## src/rtl/mcpkt_pkg.sv

```systemverilog
package mcpkt_pkg;

  // Flat address of a slot: segment base plus the pointer folded into the segment.
  function automatic int unsigned seg_addr(input int unsigned ch, input int unsigned ptr,
                                           input int unsigned depth);
    return ch * depth + (ptr % depth);
  endfunction

  // Distance from a trailing pointer to a leading one, modulo the pointer range.
  function automatic int unsigned ptr_fill(input int unsigned lead, input int unsigned trail,
                                           input int unsigned ptr_w);
    return (lead - trail) & ((32'd1 << ptr_w) - 32'd1);
  endfunction

endpackage

```

## src/rtl/mcpkt_seg_mem.sv

```systemverilog
module mcpkt_seg_mem #(
  parameter int DATA_W = 16,
  parameter int WORDS  = 32,
  localparam int ADDR_W = $clog2(WORDS)
) (
  input  logic              clk,
  input  logic              we,
  input  logic [ADDR_W-1:0] waddr,
  input  logic [DATA_W-1:0] wdata,
  input  logic [ADDR_W-1:0] raddr,
  output logic [DATA_W-1:0] rdata
);
  logic [DATA_W-1:0] store [WORDS];

  always_ff @(posedge clk) begin
    if (we) store[waddr] <= wdata;
    rdata <= store[raddr];
  end
endmodule

```

## src/rtl/mcpkt_wr_ctrl.sv

```systemverilog
module mcpkt_wr_ctrl
  import mcpkt_pkg::*;
#(
  parameter int NUM_CH    = 4,
  parameter int SEG_DEPTH = 8,
  parameter int DATA_W    = 16,
  parameter int CH_W      = 2,
  parameter int PTR_W     = 4,
  parameter int ADDR_W    = 5
) (
  input  logic                         clk,
  input  logic                         rst_n,
  input  logic                         in_valid,
  input  logic [DATA_W-1:0]            in_data,
  input  logic [CH_W-1:0]              in_channel,
  input  logic                         in_sop,
  input  logic                         in_eop,
  input  logic                         in_error,
  input  logic [NUM_CH-1:0][PTR_W-1:0] rd_ptr,
  output logic [NUM_CH-1:0][PTR_W-1:0] comm_ptr,
  output logic                         mem_we,
  output logic [ADDR_W-1:0]            mem_waddr,
  output logic [DATA_W-1:0]            mem_wdata
);
  logic [NUM_CH-1:0][PTR_W-1:0] wr_q, comm_q;
  logic [NUM_CH-1:0]            bad_q;

  logic [PTR_W-1:0] base_wr, adv_wr;
  logic             base_bad, seg_full, bad_n;
  logic             commit_ev, rollback_ev;

  always_comb begin
    base_wr  = in_sop ? comm_q[in_channel] : wr_q[in_channel];
    base_bad = in_sop ? 1'b0 : bad_q[in_channel];
    seg_full = ptr_fill(int'(base_wr), int'(rd_ptr[in_channel]), PTR_W) >= SEG_DEPTH;
    bad_n    = base_bad | in_error | seg_full;
    adv_wr   = bad_n ? base_wr : base_wr + PTR_W'(1);
  end

  assign mem_we      = in_valid & ~bad_n;
  assign mem_waddr   = ADDR_W'(seg_addr(int'(in_channel), int'(base_wr), SEG_DEPTH));
  assign mem_wdata   = in_data;
  assign commit_ev   = in_valid & in_eop & ~bad_n;
  assign rollback_ev = in_valid & in_eop & bad_n;
  assign comm_ptr    = comm_q;

  for (genvar c = 0; c < NUM_CH; c++) begin : g_ch
    always_ff @(posedge clk) begin
      if (!rst_n) begin
        wr_q[c]   <= '0;
        comm_q[c] <= '0;
        bad_q[c]  <= 1'b0;
      end else if (in_valid && in_channel == CH_W'(c)) begin
        if (in_eop) begin
          bad_q[c] <= 1'b0;
          if (bad_n) begin
            wr_q[c] <= comm_q[c];
          end else begin
            wr_q[c]   <= adv_wr;
            comm_q[c] <= adv_wr;
          end
        end else begin
          wr_q[c]  <= adv_wr;
          bad_q[c] <= bad_n;
        end
      end
    end

    AST_NO_OVERFLOW: assert property (@(posedge clk) disable iff (!rst_n)
      ptr_fill(int'(wr_q[c]), int'(rd_ptr[c]), PTR_W) <= SEG_DEPTH);
  end

  AST_ROLLBACK_TO_COMMIT: assert property (@(posedge clk) disable iff (!rst_n)
    rollback_ev |=> wr_q[$past(in_channel)] == comm_q[$past(in_channel)]);

  AST_COMMIT_ONLY_AT_EOP: assert property (@(posedge clk) disable iff (!rst_n)
    !(in_valid && in_eop) |=> $stable(comm_q));

  AST_COMMIT_ADVANCES: assert property (@(posedge clk) disable iff (!rst_n)
    commit_ev && !in_sop |=> comm_q[$past(in_channel)] != $past(comm_q[in_channel]));
endmodule

```

## src/rtl/mcpkt_rd_pipe.sv

```systemverilog
module mcpkt_rd_pipe
  import mcpkt_pkg::*;
#(
  parameter int NUM_CH    = 4,
  parameter int SEG_DEPTH = 8,
  parameter int DATA_W    = 16,
  parameter int CH_W      = 2,
  parameter int PTR_W     = 4,
  parameter int ADDR_W    = 5
) (
  input  logic                         clk,
  input  logic                         rst_n,
  input  logic                         req_write,
  input  logic [CH_W-1:0]              req_channel,
  input  logic [NUM_CH-1:0][PTR_W-1:0] comm_ptr,
  output logic [NUM_CH-1:0][PTR_W-1:0] rd_ptr,
  output logic [ADDR_W-1:0]            mem_raddr,
  input  logic [DATA_W-1:0]            mem_rdata,
  output logic                         out_valid,
  output logic [DATA_W-1:0]            out_data,
  output logic [CH_W-1:0]              out_channel
);
  logic [NUM_CH-1:0][PTR_W-1:0] rd_q;
  logic            s1_v, s2_v, s1_avail;
  logic [CH_W-1:0] s1_ch, s2_ch;

  assign s1_avail  = s1_v && ptr_fill(int'(comm_ptr[s1_ch]), int'(rd_q[s1_ch]), PTR_W) != 0;
  assign mem_raddr = ADDR_W'(seg_addr(int'(s1_ch), int'(rd_q[s1_ch]), SEG_DEPTH));
  assign rd_ptr    = rd_q;

  always_ff @(posedge clk) begin
    if (!rst_n) begin
      s1_v <= 1'b0;  s1_ch <= '0;
      s2_v <= 1'b0;  s2_ch <= '0;
      out_valid <= 1'b0; out_channel <= '0; out_data <= '0;
    end else begin
      s1_v  <= req_write;
      s1_ch <= req_channel;
      s2_v  <= s1_avail;
      s2_ch <= s1_ch;
      out_valid   <= s2_v;
      out_channel <= s2_ch;
      out_data    <= s2_v ? mem_rdata : '0;
    end
  end

  for (genvar c = 0; c < NUM_CH; c++) begin : g_rd
    always_ff @(posedge clk) begin
      if (!rst_n) rd_q[c] <= '0;
      else if (s1_avail && s1_ch == CH_W'(c)) rd_q[c] <= rd_q[c] + PTR_W'(1);
    end

    AST_READ_BEHIND_COMMIT: assert property (@(posedge clk) disable iff (!rst_n)
      ptr_fill(int'(comm_ptr[c]), int'(rd_q[c]), PTR_W) <= SEG_DEPTH);
  end

  AST_LATENCY_THREE: assert property (@(posedge clk) disable iff (!rst_n)
    out_valid |-> $past(req_write, 3));

  AST_CHANNEL_ECHO: assert property (@(posedge clk) disable iff (!rst_n)
    out_valid |-> out_channel == $past(req_channel, 3));
endmodule

```

## src/rtl/mcpkt_fifo.sv

```systemverilog
module mcpkt_fifo
  import mcpkt_pkg::*;
#(
  parameter int NUM_CH    = 4,
  parameter int SEG_DEPTH = 8,
  parameter int SYMS      = 2,
  parameter int SYM_W     = 8,
  localparam int DATA_W   = SYMS * SYM_W,
  localparam int CH_W     = (NUM_CH > 1) ? $clog2(NUM_CH) : 1,
  localparam int PTR_W    = $clog2(SEG_DEPTH) + 1,
  localparam int WORDS    = NUM_CH * SEG_DEPTH,
  localparam int ADDR_W   = $clog2(WORDS)
) (
  input  logic              clk,
  input  logic              rst_n,
  input  logic              in_valid,
  input  logic [DATA_W-1:0] in_data,
  input  logic [CH_W-1:0]   in_channel,
  input  logic              in_sop,
  input  logic              in_eop,
  input  logic              in_error,
  input  logic              req_write,
  input  logic [CH_W-1:0]   req_channel,
  output logic              out_valid,
  output logic [DATA_W-1:0] out_data,
  output logic [CH_W-1:0]   out_channel
);
  if (!(NUM_CH == 1 || NUM_CH == 2 || NUM_CH == 4 || NUM_CH == 8 || NUM_CH == 16))
    begin : g_bad_ch
      $error("NUM_CH must be 1, 2, 4, 8 or 16");
    end
  if (SEG_DEPTH < 2 || (SEG_DEPTH & (SEG_DEPTH - 1)) != 0) begin : g_bad_depth
    $error("SEG_DEPTH must be a power of two, at least 2");
  end

  logic [NUM_CH-1:0][PTR_W-1:0] comm_ptr, rd_ptr;
  logic              mem_we;
  logic [ADDR_W-1:0] mem_waddr, mem_raddr;
  logic [DATA_W-1:0] mem_wdata, mem_rdata;

  mcpkt_wr_ctrl #(.NUM_CH(NUM_CH), .SEG_DEPTH(SEG_DEPTH), .DATA_W(DATA_W), .CH_W(CH_W),
                  .PTR_W(PTR_W), .ADDR_W(ADDR_W)) wr_i (
    .clk(clk), .rst_n(rst_n), .in_valid(in_valid), .in_data(in_data),
    .in_channel(in_channel), .in_sop(in_sop), .in_eop(in_eop), .in_error(in_error),
    .rd_ptr(rd_ptr), .comm_ptr(comm_ptr),
    .mem_we(mem_we), .mem_waddr(mem_waddr), .mem_wdata(mem_wdata));

  mcpkt_seg_mem #(.DATA_W(DATA_W), .WORDS(WORDS)) mem_i (
    .clk(clk), .we(mem_we), .waddr(mem_waddr), .wdata(mem_wdata),
    .raddr(mem_raddr), .rdata(mem_rdata));

  mcpkt_rd_pipe #(.NUM_CH(NUM_CH), .SEG_DEPTH(SEG_DEPTH), .DATA_W(DATA_W), .CH_W(CH_W),
                  .PTR_W(PTR_W), .ADDR_W(ADDR_W)) rd_i (
    .clk(clk), .rst_n(rst_n), .req_write(req_write), .req_channel(req_channel),
    .comm_ptr(comm_ptr), .rd_ptr(rd_ptr), .mem_raddr(mem_raddr), .mem_rdata(mem_rdata),
    .out_valid(out_valid), .out_data(out_data), .out_channel(out_channel));
endmodule

```

## config.mk

```make
export PLATFORM = sky130hd
export DESIGN_NAME = mcpkt_fifo
export DESIGN_NICKNAME = d
export VERILOG_FILES = /design/src/rtl/mcpkt_pkg.sv /design/src/rtl/mcpkt_seg_mem.sv /design/src/rtl/mcpkt_wr_ctrl.sv /design/src/rtl/mcpkt_rd_pipe.sv /design/src/rtl/mcpkt_fifo.sv
export SDC_FILE = /design/constraint.sdc
export NUM_CORES = 1
export LEC_CHECK = 0
export BUFFER_PORTS_ARGS = -buffer_cell sky130_fd_sc_hd__buf_2
export CORE_MARGIN = 4
export CORE_UTILIZATION = 40
export CTS_CLUSTER_DIAMETER = 200
export DETAILED_ROUTE_END_ITERATION = 7
export GPL_TIMING_DRIVEN = 0
export PLACE_DENSITY = 0.57
export SYNTH_ARGS = -nofsm -noshare
export SYNTH_HDL_FRONTEND = slang
export SYNTH_SLANG_ARGS = --single-unit
```

## constraint.sdc

```tcl
create_clock -name clk -period 6.45 [get_ports clk]
set_input_delay 1.29 -clock clk [delete_from_list [all_inputs] [get_ports clk]]
set_output_delay 1.29 -clock clk [all_outputs]
set_load 0.01 [all_outputs]
```

### Word-level counts from Yosys, hierarchy flattened

Memory sizes are Yosys's and may differ from the RTL's. A register that Yosys moved wholly into a read port is not among the register bits.
Cells that the tools add are included.

| storage, ports and cells | value |
|---|---|
| output and inout port bits | 19 |
| memories kept | 1 |
| bits of input ports | 27 |
| flip-flop bits (word level) | 77 |
| memory bits (writable) | 512 |
| logic and storage cells | 89 |

| operators by class | value |
|---|---|
| order comparisons | 3 |
| muxes and demuxes | 26 |
| $add $sub $neg | 9 |
| bitwise gates (word level) | 4 |
| equal/unequal tests | 6 |
| reduce and logical (&&, ||, !) cells | 17 |

Memory list:

| name | depth | width | rd ports | clocked after Yosys merged registers in | write ports | RTL line | RTL |
|---|---|---|---|---|---|---|---|
| mem_i.store | 32 | 16 | 1 | 1 | 1 | mcpkt_seg_mem.sv:13 | `logic [DATA_W-1:0] store [WORDS];` |

Operator list:

| cell | number |
|---|---|
| two-way mux 4 bit | 15 |
| binary-select mux 4 bit (select 2 bit) | 5 |
| nonzero test 32 bit | 1 |
| adder 4 x 1 -> 4 bit, second input constant | 5 |
| adder 5 x 3 -> 5 bit | 2 |
| AND reduction 2 bit | 5 |
| logical AND 1 bit | 9 |
| == test 2 bit, second input constant | 4 |
| subtractor 4 bit | 2 |
| < comparator 2 x 3 -> 1 bit, second input constant | 2 |
| two-way mux 1 bit | 5 |
| == test 2 x 1 -> 1 bit, second input constant | 2 |
| >= comparator 4 bit, second input constant | 1 |
| logical NOT 2 bit | 2 |
| binary-select mux 1 bit (select 2 bit) | 1 |
| bitwise OR 1 bit | 2 |
| bitwise AND 1 bit | 1 |
| inverter 1 bit | 1 |

### Depth between registers and ports, before layout

Gate-level depths: netlist of the first run.

| depth | value |
|---|---|
| depth in word-level cells | 10 |
| gate-level depth with buffers | 16 |
| gate-level depth less buffers | 12 |

### Modules after synthesis

Synthesis of the first run repeated with hierarchy kept, for this count alone.

| unflattened totals | value |
|---|---|
| cell total of the unflattened synthesis | 1565 |
| area, all modules | 24603.6 um2 |

By module, submodules not included:

| module | cells an instance | times used | area an instance (um2) | seq. area each (um2) |
|---|---|---|---|---|
| mcpkt_seg_mem | 1143 | 1 | 20535.9 | 15695.1 |
| mcpkt_wr_ctrl | 261 | 1 | 2352.3 | 720.7 |
| mcpkt_rd_pipe | 161 | 1 | 1715.4 | 820.8 |

### Worst setup path after synthesis of the first run

OpenSTA, ideal clock, no wires.

| path | value |
|---|---|
| path type | input -> register |
| from | in in_channel[0] |
| to | mem mem_i.store[5][0] (enable) |
| library setup time | 0.409 ns |
| path buffers | 4 |
| data arrival time | 5.143 ns |
| slack | 0.898 ns |
| required time | 6.041 ns |
| cell stages on the path | 14 |
| cells stage by stage | buf_4 buf_6 buf_2 buf_1 mux4_2 ha_1 nor2b_1 o21ai_0 nand2b_1 xor2_1 mux2i_4 nor2_2 nand3_1 nor3_1 |

| between the ends | value |
|---|---|
| cells in the longest elaborated chain, start to end | 10 |
| elaborated cells between the ends (all ways) | 19 |
| those cells by class | add/sub (2); order compare (1); mux (12); bitwise (4) |

RTL lines:

| item | RTL line | RTL |
|---|---|---|
| start, declared | mcpkt_fifo.sv:18 | `input logic [CH_W-1:0] in_channel,` |
| binary-select mux 4 bit (select 2 bit) | mcpkt_wr_ctrl.sv:33 | `base_wr = in_sop ? comm_q[in_channel] : wr_q[in_channel];` |
| two-way mux 4 bit (implied by the code) | mcpkt_wr_ctrl.sv:33 |  |
| two-way mux 4 bit | mcpkt_wr_ctrl.sv:33 |  |
| subtractor 4 bit | mcpkt_pkg.sv:12 | `return (lead - trail) & ((32'd1 << ptr_w) - 32'd1);` |
| >= comparator 4 bit | mcpkt_wr_ctrl.sv:35 | `seg_full = ptr_fill(int'(base_wr), int'(rd_ptr[in_channel]), PTR_W) >= SEG_DEPTH;` |
| bitwise OR 1 bit | mcpkt_wr_ctrl.sv:36 | `bad_n = base_bad \| in_error \| seg_full;` |
| inverter 1 bit | mcpkt_wr_ctrl.sv:40 | `assign mem_we = in_valid & ~bad_n;` |
| bitwise AND 1 bit | mcpkt_wr_ctrl.sv:40 |  |
| two-way mux 1 bit | mcpkt_seg_mem.sv:16 | `if (we) store[waddr] <= wdata;` |
| two-way mux 1 bit (implied by the code) | mcpkt_seg_mem.sv:16 |  |
| end, declared | mcpkt_seg_mem.sv:13 |  |

Several ways; a longest one is shown, not always the timed one. The select of a mux whose other input is x is not followed.

### Worst setup path after layout of the first run

| path | value |
|---|---|
| from | in in_channel[1] |
| to | mem mem_i.store[5][3] (enable) |

The elaborated chain is that of the path after synthesis.

==> results of run 1 <==
==> worst max-delay path, cell delays in order <==
cell and delay, ns:
buf_2 0.22, buf_1 0.41, buf_1 0.57, mux4_2 0.41, inv_1 0.07, ha_1 0.22
nor2b_1 0.12, o21ai_0 0.17, nand2b_1 0.16, xor2_1 0.42, mux2i_4 0.23, nor2_2 0.33
nand3_1 0.56, nor3_2 0.85, buf_6 0.25
==> routing by layer <==
| layer | vias up | global-route usage | routed length [µm] |
|---|---|---|---|
| met4 | 0 | 0.0555 | 1660 |
| met5 | - | 0 | 0 |
| met3 | 90 | 0.0368 | 3620 |
| met1 | 6960 | 0.255 | 26700 |
| li1 | 6282 | - | - |
| met2 | 379 | 0.329 | 30800 |
==> logic make-up after synthesis <==
family | after synthesis | synth area share
flip-flops | 605 | 0.709
multiplexers | 289 | 0.135
AO/OA/AOI/OAI | 272 | 0.0753
AND/OR/NAND/NOR | 240 | 0.0482
buffers and inverters | 106 | 0.0194
XOR/XNOR | 16 | 0.00577
adder cells (fa/ha/maj) | 14 | 0.00721
==> cell type report <==
class / instances / area (µm²) / share of cell area
inverter: 12 / 45.0 / 0.00162
multi-input combinational: 831 / 6680 / 0.240
buffer: 94 / 425 / 0.0153
clock buffer: 85 / 1740 / 0.0624
timing repair buffer: 57 / 413 / 0.0148
antenna: 1 / 2.50 / 0.0000898
sequential: 605 / 17200 / 0.619
clock inverter: 29 / 339 / 0.0122
tap: 782 / 978 / 0.0351
==> registers in the layout, indices dropped and copies added, names as in the netlist, 2 cells and up <==
| signal | cells |
|---|---|
| wr_i.bad_q | 4 |
| mem_i.store | 512 |
| rd_i.rd_ptr | 16 |
| rd_i.s1_ch | 2 |
| rd_i.out_channel | 2 |
| mem_i.rdata | 16 |
| wr_i.wr_q | 16 |
| rd_i.out_data | 16 |
| rd_i.s2_ch | 2 |
| wr_i.comm_ptr | 16 |
==> placed cells by master (no fill, tap or decap), types with 20 or more instances in the layout <==
cell,instances
a22o_1,32
nor2_1,43
o21ai_0,39
a211oi_1,20
nand2_1,59
nor2_2,28
dfxtp_1,93
edfxtp_1,512
a21oi_1,48
a221oi_1,32
buf_2,70
mux2i_1,139
clkbuf_16,62
mux2_2,132
o22ai_1,64
clkbuf_1,61
nor3_1,26
==> per-stage QoR <==
| stage | area [µm²] | hold slack, ns | power (mW) | setup slack (ns) | cells |
|---|---|---|---|---|---|
| floorplan | 24300 | 0.412 | 4.46 | 0.898 | 1542 |
| global placement | 25500 | 0.425 | 4.59 | -1.21 | 2366 |
| detailed placement | 25800 | 0.421 | 4.60 | -0.183 | 2381 |
| CTS | 27900 | 0.445 | 8.19 | 0.502 | 2495 |
| global route | 27900 | 0.479 | 8.37 | 0.208 | 2495 |
| finish | 27900 | 0.442 | 8.13 | 0.469 | 2496 |
==> report_power, final <==
group	switching (mW)	internal, mW
Sequential	0.00934	4.26
Combinational	0.190	0.0582
Clock	1.49	2.12
==> worst paths after layout <==
check                   endpoint  cells past startpoint         startpoint
max reg2reg    mem_i.store[5][3]                     12  wr_i.comm_ptr[12]
min reg2reg  rd_i.out_channel[0]                      1      rd_i.s2_ch[0]
max            mem_i.store[5][3]                     15      in_channel[1]
min          rd_i.out_channel[0]                      1      rd_i.s2_ch[0]
==> impl_metrics.ini, run 1 <==
[logic_synthesis]
synth_cell_types = 52
netlist_area_um2 = 24300
synthTopCellsByArea = edfxtp_1 (63%), dfxtp_1 (7.7%), mux2_2 (6.1%)
synthesis.nets = 1583
synth_seq_cells = 605
yosys_warnings = 0
synth_top_area_frac = 0.633
synth_most_common_cell = edfxtp_1
synthCells = 1542
yosysSeqAreaShare = 0.709
synth_edf_count = 512
synth_async_sr_flop_share = 0
synth_top_cell_by_area = edfxtp_1
netlist_top_cells_count = edfxtp_1 (512), mux2i_1 (139), mux2_2 (132), dfxtp_1 (93), nor2_1 (67)
ys.flop_type = edfxtp_1
syn_avg_cell_area_um2 = 15.8

[grt]
grt_max_degree = 33
grt_pass1_wl_um = 92000
antenna_found_initial = 3
grt_pass1_vias = 14000
grt.overflow.total = 0
grt_use_total = 0.193

[sta]
drv_slew = 0
fin_skew_ns = 0.0398
slew_headroom = 0.284
finalHoldViolations = 0
rsz0062_at_grt = no
finalSetupTns_ns = 0
setup_viol = 0
worst_pin_slew_ns = 1.04
post-route-period-util = 0.927
timing.fmax_mhz = 167
min_period_ns = 5.98

[finish]
nNetsFinal = 1703
drive_gt1_frac = 0.221
fillers = 5256
area_growth_pct = 14.6
final_core_util = 0.462

[setup_path]
cp-end-kind = flip-flop
critPathLaunchType = input port
path_max_fanout = 10
cp.arrival_ns = 6.31
reg2reg_slack_ns = 1.20
path_class = in -> reg
cp_data_required_time_ns = 6.78

[cts]
cts.reportedPaths.clkPinSlew_ns = 0.06
clock_path_buffers = 3
cts_buffers = 61
clock-sinks = 605
post_cts_buffers = 0
htreeDepth = 2
clock_latency_ns = 0.65
tritoncts = built
cts_root_buf = clkbuf_16
cts_hold_buffers = 0
cts_resized = 0

[routing]
ant_nets = 0
route.detailed.drc = 0
wl_per_cell_um = 25.1
num_vias = 13700
firstDrtPassIters = 5
wl_um = 62700
vias_per_cell = 5.49
drtIter0Drc = 1253

[floorplan]
rows = 90
coreArea_um2 = 60200
dieWidth_um = 255
dieArea_um2 = 64800
start_util = 0.403
pin_count = 46
die_y_um = 255

[pwr]
power_density_nw_per_um2 = 292
ir_drop_uv = 204
leakage_nw = 8.94

[place]
dp_hpwl_um = 41400
numPortBuffers = 42
place.gp.congestion = 0.914

[worst_hold_path]
hp-class = reg -> reg

[outcome]
status = complete, no violations

[job]
max_cap_viol_count = 0
Note: power is estimated with default switching activity, not from simulation.
==> run 2: changes to the inputs <==
--- a/config.mk
+++ b/config.mk
@@ -11,6 +11,7 @@
 export CTS_CLUSTER_DIAMETER = 200
 export DETAILED_ROUTE_END_ITERATION = 7
 export GPL_TIMING_DRIVEN = 0
+export MAX_ROUTING_LAYER = met4
 export PLACE_DENSITY = 0.57
 export SYNTH_ARGS = -nofsm -noshare
 export SYNTH_HDL_FRONTEND = slang
==> run 2 against run 1 <==
Total power about the same. Utilization about the same. Highest routed layer unchanged. Worst hold slack worse by 0.0084 ns.
==> impl_metrics.ini, run 2 (synthesized netlist as in run 1, its figures left out) <==
[floorplan]
coreArea_um2 = 60200
dieWidth_um = 255
rows = 90
start_util = 0.403
pin_count = 46
die_y_um = 255
dieArea_um2 = 64800

[routing]
num_vias = 13900
drtIter0Drc = 1161
ant_nets = 0
route.detailed.drc = 0
vias_per_cell = 5.55
firstDrtPassIters = 5
wl_um = 63000
wl_per_cell_um = 25.2

[cts]
cts_root_buf = clkbuf_16
post_cts_buffers = 0
cts.reportedPaths.clkPinSlew_ns = 0.06
clock_path_buffers = 3
cts_buffers = 66
clock_latency_ns = 0.60
cts_hold_buffers = 0
htreeDepth = 3
tritoncts = built
cts_resized = 0
clock-sinks = 605

[place]
dpl-instance-area_um2 = 25800
place.gp.congestion = 0.924
dp_hpwl_um = 41100
numPortBuffers = 42

[pwr]
ir_drop_uv = 210
power_density_nw_per_um2 = 292
leakage_nw = 8.92

[finish]
fillers = 5226
final_cell_mix = edfxtp_1 (512), mux2i_1 (139), mux2_2 (132)
largest_reg_flops = 512
area_growth_pct = 14.6
final_core_util = 0.462
nNetsFinal = 1707
drive_gt1_frac = 0.217
final_common_cell = edfxtp_1
regMostFlops = mem_i.store
finalInstanceArea_um2 = 27900

[sta]
finalHoldViolations = 0
slew_headroom = 0.278
min_period_ns = 6.18
rsz0062_at_grt = no
timing.fmax_mhz = 162
drv_slew = 0
setup_viol = 0
fin_skew_ns = 0.0182
worst_pin_slew_ns = 1.05
post-route-period-util = 0.958

[setup_path]
critPathLaunchType = input port
cp_data_required_time_ns = 6.75
cp.arrival_ns = 6.48
path_class = in -> reg
path_max_fanout = 10
cp-end-kind = flip-flop

[grt]
grt_pass1_vias = 13900
grt.overflow.total = 0
grt_use_total = 0.199
grt_pass1_wl_um = 91800
antenna_found_initial = 2
grt_max_degree = 33

[worst_hold_path]
hp-class = reg -> reg

[outcome]
status = complete, no violations

[job]
max_cap_viol_count = 0
run 2: worst paths after layout:
kind / from / end / slack [ns] / cells after the start
setup / recovery: in_channel[1] / mem_i.store[4][10] / 0.27 / 15
hold / removal: rd_i.s2_ch[0] / rd_i.out_channel[0] / 0.43 / 1
setup reg to reg: wr_i.comm_ptr[12] / mem_i.store[4][10] / 1.16 / 12
hold reg to reg: rd_i.s2_ch[0] / rd_i.out_channel[0] / 0.43 / 1
run 2: per-stage QoR:
stage	setup WS (ns)	total power [mW]	TNS (ns)	hold slack, ns	cells
after floorplan	0.898	4.46	0	0.412	1542
after global placement	-1.31	4.59	-170.20	0.425	2366
after detailed placement	-0.287	4.60	-29.73	0.421	2380
after CTS	0.279	8.20	0	0.436	2498
after global routing	0.0465	8.38	0	0.478	2499
final	0.273	8.13	0	0.434	2500
run 2: final cells by class:
cell class                 instances  area, µm²  area share
antenna                            2       5.00    0.000180
buffer                            94        425      0.0153
clock buffer                      88       1810      0.0649
clock inverter                    30        256     0.00921
inverter                          12       45.0     0.00162
multi-input combinational        831       6680       0.240
sequential                       605      17200       0.619
tap                              782        978      0.0351
timing repair buffer              56        422      0.0151
run 2: critical path: stages:
cell	delay [ns]
buf_2	0.19
buf_1	0.46
buf_1	0.66
mux4_2	0.43
inv_1	0.08
ha_1	0.22
nor2b_1	0.13
o21ai_0	0.14
nand2b_1	0.14
xor2_1	0.42
mux2i_4	0.23
nor2_2	0.41
nand3_1	0.60
nor3_2	0.81
buf_6	0.25
run 2: power breakdown:
group,switching (mW),total (mW),internal (mW)
registers,0.00939,4.27,4.26
clock network,1.51,3.61,2.10
logic,0.189,0.247,0.0579
total,1.71,8.13,6.42
run 2: per-layer routing:
layer	up-vias	track usage	share of wire
met5	-	-	0
met4	0	0.0555	0.027
met3	97	0.0386	0.057
met2	374	0.324	0.49
met1	7089	0.258	0.43
li1	6309	-	-
